## config.mk

```make
export PLATFORM = sky130hd
export DESIGN_NAME = ctx_switch_store
export DESIGN_NICKNAME = d
export VERILOG_FILES = /design/src/rtl/ctx_store_pkg.sv /design/src/rtl/ctx_slot_bank.sv /design/src/rtl/ctx_seq_fsm.sv /design/src/rtl/ctx_switch_store.sv
export SDC_FILE = /design/constraint.sdc
export NUM_CORES = 2
export LEC_CHECK = 0
export BUFFER_PORTS_ARGS = -buffer_cell sky130_fd_sc_hd__buf_4
export CORE_MARGIN = 4
export CORE_UTILIZATION = 45
export CTS_CLUSTER_SIZE = 20
export DETAILED_ROUTE_END_ITERATION = 6
export GPL_ROUTABILITY_DRIVEN = 0
export REMOVE_ABC_BUFFERS = 1
export SYNTH_ARGS = -nofsm -noshare
export SYNTH_HDL_FRONTEND = slang
export SYNTH_HIERARCHICAL = 1
export SYNTH_SLANG_ARGS = --single-unit
```

## constraint.sdc

```tcl
create_clock -name clk -period 8.15 [get_ports clk]
set_clock_uncertainty 0.2 [all_clocks]
set_input_delay 0.815 -clock clk [delete_from_list [all_inputs] [get_ports clk]]
set_output_delay 0.815 -clock clk [all_outputs]
set_load 0.02 [all_outputs]
```

## src/rtl/ctx_store_pkg.sv

```systemverilog
package ctx_store_pkg;

  typedef enum logic [1:0] {
    SEQ_IDLE = 2'd0,
    SEQ_RUN  = 2'd1,
    SEQ_DONE = 2'd2
  } seqState_t;

  // strobes from the sequencer to the slot bank
  typedef struct packed {
    logic ptrSet;   // load pointer with the task's first slot
    logic ptrStep;  // advance pointer by one slot, wrapping
  } ptrCmd_t;

endpackage

```

## src/rtl/ctx_slot_bank.sv

```systemverilog
module ctx_slot_bank
  import ctx_store_pkg::*;
#(
  parameter int CFG_W   = 16,
  parameter int NUM_CTX = 64,
  parameter int PTR_W   = 6
) (
  input  logic             clk,
  input  logic             rstN,
  input  ptrCmd_t          cmd,
  input  logic [PTR_W-1:0] setPtr,
  input  logic             loadEn,
  input  logic [PTR_W-1:0] loadAddr,
  input  logic [CFG_W-1:0] loadData,
  output logic [PTR_W-1:0] ctxPtr,
  output logic [CFG_W-1:0] activeCfg,
  output logic             loadErr
);

  localparam logic [PTR_W-1:0] TOP_SLOT = PTR_W'(NUM_CTX - 1);

  logic [CFG_W-1:0] slotQ [NUM_CTX];
  logic             hitActive;
  logic             wrOk;
  logic [PTR_W-1:0] ptrNext;

  assign hitActive = loadEn && (loadAddr == ctxPtr);
  assign wrOk      = loadEn && !hitActive;

  // one storage row per context, each with its own write decode
  for (genvar g = 0; g < NUM_CTX; g++) begin : gSlot
    always_ff @(posedge clk) begin
      if (!rstN) begin
        slotQ[g] <= '0;
      end else if (wrOk && (loadAddr == PTR_W'(g))) begin
        slotQ[g] <= loadData;
      end
    end
  end

  always_comb begin
    ptrNext = ctxPtr;
    if (cmd.ptrSet) begin
      ptrNext = setPtr;
    end else if (cmd.ptrStep) begin
      ptrNext = (ctxPtr == TOP_SLOT) ? '0 : ctxPtr + 1'b1;
    end
  end

  always_ff @(posedge clk) begin
    if (!rstN) begin
      ctxPtr    <= '0;
      activeCfg <= '0;
      loadErr   <= 1'b0;
    end else begin
      ctxPtr    <= ptrNext;
      activeCfg <= slotQ[ctxPtr];
      loadErr   <= hitActive;
    end
  end

  AST_REJECT_FLAG: assert property (@(posedge clk) disable iff (!rstN)
    (loadEn && loadAddr == ctxPtr) |=> loadErr);

  AST_HOLD_CFG: assert property (@(posedge clk) disable iff (!rstN)
    $stable(ctxPtr) |=> $stable(activeCfg));

endmodule

```

## src/rtl/ctx_seq_fsm.sv

```systemverilog
module ctx_seq_fsm
  import ctx_store_pkg::*;
#(
  parameter int NUM_CTX = 64,
  parameter int PTR_W   = 6,
  parameter int DWELL_W = 4
) (
  input  logic               clk,
  input  logic               rstN,
  input  logic               taskStart,
  input  logic [PTR_W-1:0]   taskFirst,
  input  logic [PTR_W-1:0]   taskLast,
  input  logic [DWELL_W-1:0] taskDwell,
  input  logic [PTR_W-1:0]   ctxPtr,
  output ptrCmd_t            cmd,
  output logic               busy,
  output logic               done
);

  seqState_t          state;
  seqState_t          stateNext;
  logic [PTR_W-1:0]   lastQ;
  logic [DWELL_W-1:0] dwellQ;
  logic [DWELL_W-1:0] dwellCnt;
  logic               dwellEnd;
  logic               accept;

  assign dwellEnd = (dwellCnt == dwellQ);
  assign accept   = taskStart && (state != SEQ_RUN);

  always_comb begin
    cmd       = '0;
    stateNext = state;
    unique case (state)
      SEQ_IDLE, SEQ_DONE: begin
        if (taskStart) begin
          cmd.ptrSet = 1'b1;
          stateNext  = SEQ_RUN;
        end
      end
      SEQ_RUN: begin
        if (dwellEnd) begin
          if (ctxPtr == lastQ) begin
            stateNext = SEQ_DONE;
          end else begin
            cmd.ptrStep = 1'b1;
          end
        end
      end
      default: stateNext = SEQ_IDLE;
    endcase
  end

  always_ff @(posedge clk) begin
    if (!rstN) begin
      state    <= SEQ_IDLE;
      lastQ    <= '0;
      dwellQ   <= '0;
      dwellCnt <= '0;
    end else begin
      state <= stateNext;
      if (accept) begin
        lastQ    <= taskLast;
        dwellQ   <= taskDwell;
        dwellCnt <= '0;
      end else if (state == SEQ_RUN) begin
        dwellCnt <= dwellEnd ? '0 : dwellCnt + 1'b1;
      end
    end
  end

  assign busy = (state == SEQ_RUN);
  assign done = (state == SEQ_DONE);

  AST_START_LOAD: assert property (@(posedge clk) disable iff (!rstN)
    (!busy && taskStart) |=> (busy && ctxPtr == $past(taskFirst)));

  AST_RUN_HOLD: assert property (@(posedge clk) disable iff (!rstN)
    (busy && !dwellEnd) |=> $stable(ctxPtr));

  AST_STEP_ONE: assert property (@(posedge clk) disable iff (!rstN)
    (busy && dwellEnd && ctxPtr != lastQ) |=>
      (ctxPtr == (($past(ctxPtr) == PTR_W'(NUM_CTX - 1)) ? '0 : $past(ctxPtr) + 1'b1)));

  AST_DONE_HOLD: assert property (@(posedge clk) disable iff (!rstN)
    (done && !taskStart) |=> (done && $stable(ctxPtr)));

endmodule

```

## src/rtl/ctx_switch_store.sv

```systemverilog
module ctx_switch_store
  import ctx_store_pkg::*;
#(
  parameter int CFG_W   = 16,
  parameter int NUM_CTX = 64,
  parameter int DWELL_W = 4,
  localparam int PTR_W  = (NUM_CTX > 1) ? $clog2(NUM_CTX) : 1
) (
  input  logic               clk,
  input  logic               rstN,
  input  logic               loadEn,
  input  logic [PTR_W-1:0]   loadAddr,
  input  logic [CFG_W-1:0]   loadData,
  output logic               loadErr,
  input  logic               taskStart,
  input  logic [PTR_W-1:0]   taskFirst,
  input  logic [PTR_W-1:0]   taskLast,
  input  logic [DWELL_W-1:0] taskDwell,
  output logic               busy,
  output logic               done,
  output logic [PTR_W-1:0]   ctxPtr,
  output logic [CFG_W-1:0]   activeCfg
);

  ptrCmd_t ptrCmd;

  ctx_seq_fsm #(
    .NUM_CTX (NUM_CTX),
    .PTR_W   (PTR_W),
    .DWELL_W (DWELL_W)
  ) i_seq (
    .clk       (clk),
    .rstN      (rstN),
    .taskStart (taskStart),
    .taskFirst (taskFirst),
    .taskLast  (taskLast),
    .taskDwell (taskDwell),
    .ctxPtr    (ctxPtr),
    .cmd       (ptrCmd),
    .busy      (busy),
    .done      (done)
  );

  ctx_slot_bank #(
    .CFG_W   (CFG_W),
    .NUM_CTX (NUM_CTX),
    .PTR_W   (PTR_W)
  ) i_bank (
    .clk       (clk),
    .rstN      (rstN),
    .cmd       (ptrCmd),
    .setPtr    (taskFirst),
    .loadEn    (loadEn),
    .loadAddr  (loadAddr),
    .loadData  (loadData),
    .ctxPtr    (ctxPtr),
    .activeCfg (activeCfg),
    .loadErr   (loadErr)
  );

endmodule

```

==> metrics <==
run status completed; sequential-to-total area share from yosys stat 64.7%; internal power contribution around 9.4 mW; minimum clock period after layout ~4.3 ns; unrepaired setup endpoints after global routing no; area growth from synthesis to layout 10.9%; switching power as a share of total power 24.0%; core area roughly 0.11 mm^2; share of the cycle needed by the critical path after routing a little over half; Critical Path Max Stage Delay 1.04 ns; Initial Util 45.4%; overflow left after global routing 0; slew margin rel. under 10%; Util after Layout ~50%; distinct cell type count of the synthesized netlist around 70; H-tree lvl count 3; die area around 0.11 mm^2; total number of clock tree sinks 1063; class of the tightest hold or removal check in -> reg; Skew-Pair Late Insertion Delay approximately 0.70 ns; largest family of logic cells by synthesized area simple AND/OR/NAND/NOR gates; Max Slew Vio Count 0; vias in the first global route approximately 29000; Final Net Count ~3400; sw power just under 3 mW; # Post-CTS Setup Buffers 0; average wire per cell in the routed design 27.9 um; kind of capture point of the worst setup path register; endpoint of the most critical register-to-register path i_bank/slotQ[24][8]; area taken by multi-input logic gates 0.0158 mm^2; Mapped Area between 0.04 and 0.05 mm^2; share of Yosys cell area claimed by the top area cell type 63.1%; power density of the placed cells roughly 230 mW/mm^2; number of placed cells counting well taps roughly 4600; critical path capture point i_bank/slotQ[24][8]; DPL Wire Length roughly 82000 um; r2r startpoint i_bank/ctxPtr[0]; most used flip-flop cell after synthesis edfxtp_1; Max Clk Rate ~230 MHz; Post-CTS Hold Fix Bufs 0; part of the total power dissipated in the clock network between 40% and 50%; final cell count without fillers about 4800; global router's overall resource usage between 20% and 30%; crit path max-delay cell type o211ai_1; share of flip-flops with an asynchronous set or reset after synthesis 0%; fraction of the mapped netlist area in adder cells 0.0513%; fraction of the mapped netlist area in compound gates 4.40%; Root Buffer Master clkbuf_16; setup slack of the most critical reg-to-reg path between 3 and 4 ns; Worst Setup SP i_bank/ctxPtr[0]; area taken by flip-flops and latches ~0.032 mm^2; number of synthesis warnings 6; cell type contributing the most total cell area after synthesis edfxtp_1; std cell rows 120; Die Wd 337 um; critical path arrival between 4 and 5 ns; CTS clk-pin slew, worst paths ~0.060 ns; number of DRC markers in iteration 0 approximately 3100; I/O pin cnt 67; share of layout cells above drive strength 1 approximately 17%; fill cell total of the finished layout 8950; Static Leak ~20 nW; synthesized instance count 3360; DRT Wirelength roughly 130000 um; initial antenna violation count 9; library cell with the highest instance count after synthesis and2_1; worst-margin pin slew 1.44 ns; final worst hold slack 0.159 ns; max-capacitance violation count 0; CP Launch Type register; number of enable flip-flop cells after synthesis ~1000; TritonCTS clock tree built; final setup violating endpoints 0; xor-xnor portion of the synthesized cell area 0.323%; share of cell area taken by muxes after synthesis 11.7%; total of buffers placed on input and output ports between 60 and 70; Synth area leaders edfxtp_1 63%, and2_1 13%, mux4_2 8.9%; detailed-router iteration count before antenna repair 6; cells along the critical path buf_12 -> xnor2_1 -> nand2_1 -> o211ai_1 -> nor2_1 -> and2_1; worst path required time between 8 and 9 ns; critical path class reg -> reg; most used standard cells in the synthesized netlist 1026 x and2_1, 1024 x edfxtp_1, 209 x clkbuf_1, 192 x mux4_2, 99 x nor2_1; vias per cell a little under 6; Inserted Clock Buffers ~110; total via count after detailed routing 28223; number of instances resized during post-cts repair 0; number of synthesized register bits approximately 1100; critical path peak fanout 93; Avg Cell Area, Syn ~15 um^2; Peak VDD IR about 0.00024 V; cells on worst reg2reg path 6; Max Root-Sink Buffers 3; die boundary height ~340 um; first-pass GRT wire length about 200000 um; largest net degree at the start of global routing 106; Final Hold Violating Endpoints 0; antenna-violating nets left 0; post-synthesis share of cell area spent on and, or, nand and nor gates 15.9%; Gate power share about a tenth; number of DRC violations after detailed routing 0; portion of total power attributed to sequential cells between 50% and 60%
## state kept, by name, summed over array words and instances, names as in the netlist
register          flops
i_seq/dwellQ          4
i_bank/ctxPtr         6
i_seq/lastQ           6
i_bank/loadErr        1
i_seq/state           2
i_seq/dwellCnt        4
i_bank/activeCfg     16
i_bank/slotQ       1024
## layout make-up
class / instances / share of cell area, %
Sequential cell: 1063 / 58.4
Multi-Input combinational cell: 1980 / 29.2
Clock buffer: 136 / 5.39
Tap cell: 1403 / 3.25
Timing Repair Buffer: 165 / 2.38
Clock inverter: 76 / 1.27
Inverter: 9 / 0.0625
Antenna cell: 4 / 0.0185
## power groups by stage
stage,Clock [mW],Sequential [mW],Combinational [mW]
6_report,5.01,6.23,1.17
5_1_grt,5.35,6.24,1.24
4_1_cts,5.12,6.23,1.17
3_5_place_dp,0,6.34,1.17
3_3_place_gp,0,6.33,1.16
2_1_floorplan,0,6.41,0.692
## stage by stage
stage | setup WS, ns | area (um^2) | power [mW] | setup TNS, ns
2_1_floorplan | -5.93 | 47400 | 7.10 | -5031.67
4_1_cts | 3.73 | 54000 | 12.5 | 0
6_report | 3.82 | 54000 | 12.4 | 0
5_1_grt | 3.46 | 54000 | 12.8 | 0
3_5_place_dp | 3.76 | 50400 | 7.51 | 0
3_3_place_gp | 3.74 | 50400 | 7.49 | 0
## how the worst min path moves through the flow
stage	startpoint	endpoint	slack (ns)	depth (start not counted)
after global routing	taskFirst[2]	i_bank/ctxPtr[2]	0.14	3
after CTS	taskFirst[5]	i_bank/ctxPtr[5]	0.12	3
after floorplan	i_seq/dwellQ[0]	i_seq/dwellQ[0]	0.25	2
after detailed placement	i_seq/dwellQ[0]	i_seq/dwellQ[0]	0.26	2
final	taskFirst[2]	i_bank/ctxPtr[2]	0.16	3
after global placement	i_seq/lastQ[5]	i_seq/lastQ[5]	0.26	2
## logic make-up (layout without fill, tap and decap cells)
logic type,after synthesis,in the layout
simple gates,1318,1318
flops,1063,1063
mux,323,323
compound gates,319,319
buf+inv,317,386
xor+xnor,18,18
fa+ha+maj,2,2
other cells,0,4
## critical path: cells and delay by family, from the launching register on
| family | cells | cell delay, ns |
|---|---|---|
| and+or+nand+nor | 3 | 1.10 |
| AOI/OAI and AO/OA | 1 | 1.04 |
| DFF | 1 | 0.80 |
| buffers and inverters | 1 | 0.58 |
| xor gates and xnor gates | 1 | 0.19 |
## cells in the final DEF, fill, tap and decap left out, types with 6 or more instances in the layout
| cell type | n |
|---|---|
| bufinv_16 | 11 |
| clkinv_2 | 28 |
| nand2b_1 | 6 |
| nand4_1 | 11 |
| and2_1 | 1026 |
| nor3_1 | 9 |
| o211ai_1 | 11 |
| dfxtp_1 | 35 |
| o221ai_1 | 21 |
| a211oi_1 | 15 |
| o21ai_0 | 27 |
| a221oi_1 | 12 |
| xnor2_1 | 15 |
| a31oi_1 | 7 |
| mux2_2 | 44 |
| a211o_1 | 9 |
| nor2b_1 | 15 |
| o2111ai_1 | 7 |
| a21oi_1 | 43 |
| a22oi_1 | 13 |
| nor2_1 | 97 |
| buf_4 | 160 |
| edfxtp_1 | 1024 |
| o2bb2ai_1 | 11 |
| nand3_1 | 36 |
| mux4_2 | 192 |
| mux2i_1 | 86 |
| nand2_1 | 89 |
| o22ai_1 | 33 |
| clkinv_1 | 31 |
| o21ai_1 | 63 |
| clkbuf_1 | 23 |
| clkbuf_16 | 113 |
## layer usage
layer | up-vias | wire, um | share of wire, % | GRT usage [%]
met5 | - | 37 | 0.027 | 0
met4 | 6 | 4030 | 3.0 | 6.82
met2 | 1199 | 63200 | 47 | 37.9
met3 | 224 | 11800 | 8.7 | 4.80
li1 | 12280 | - | - | -
met1 | 14514 | 55900 | 41 | 33.7
Note: power is estimated with default switching activity, not from simulation.
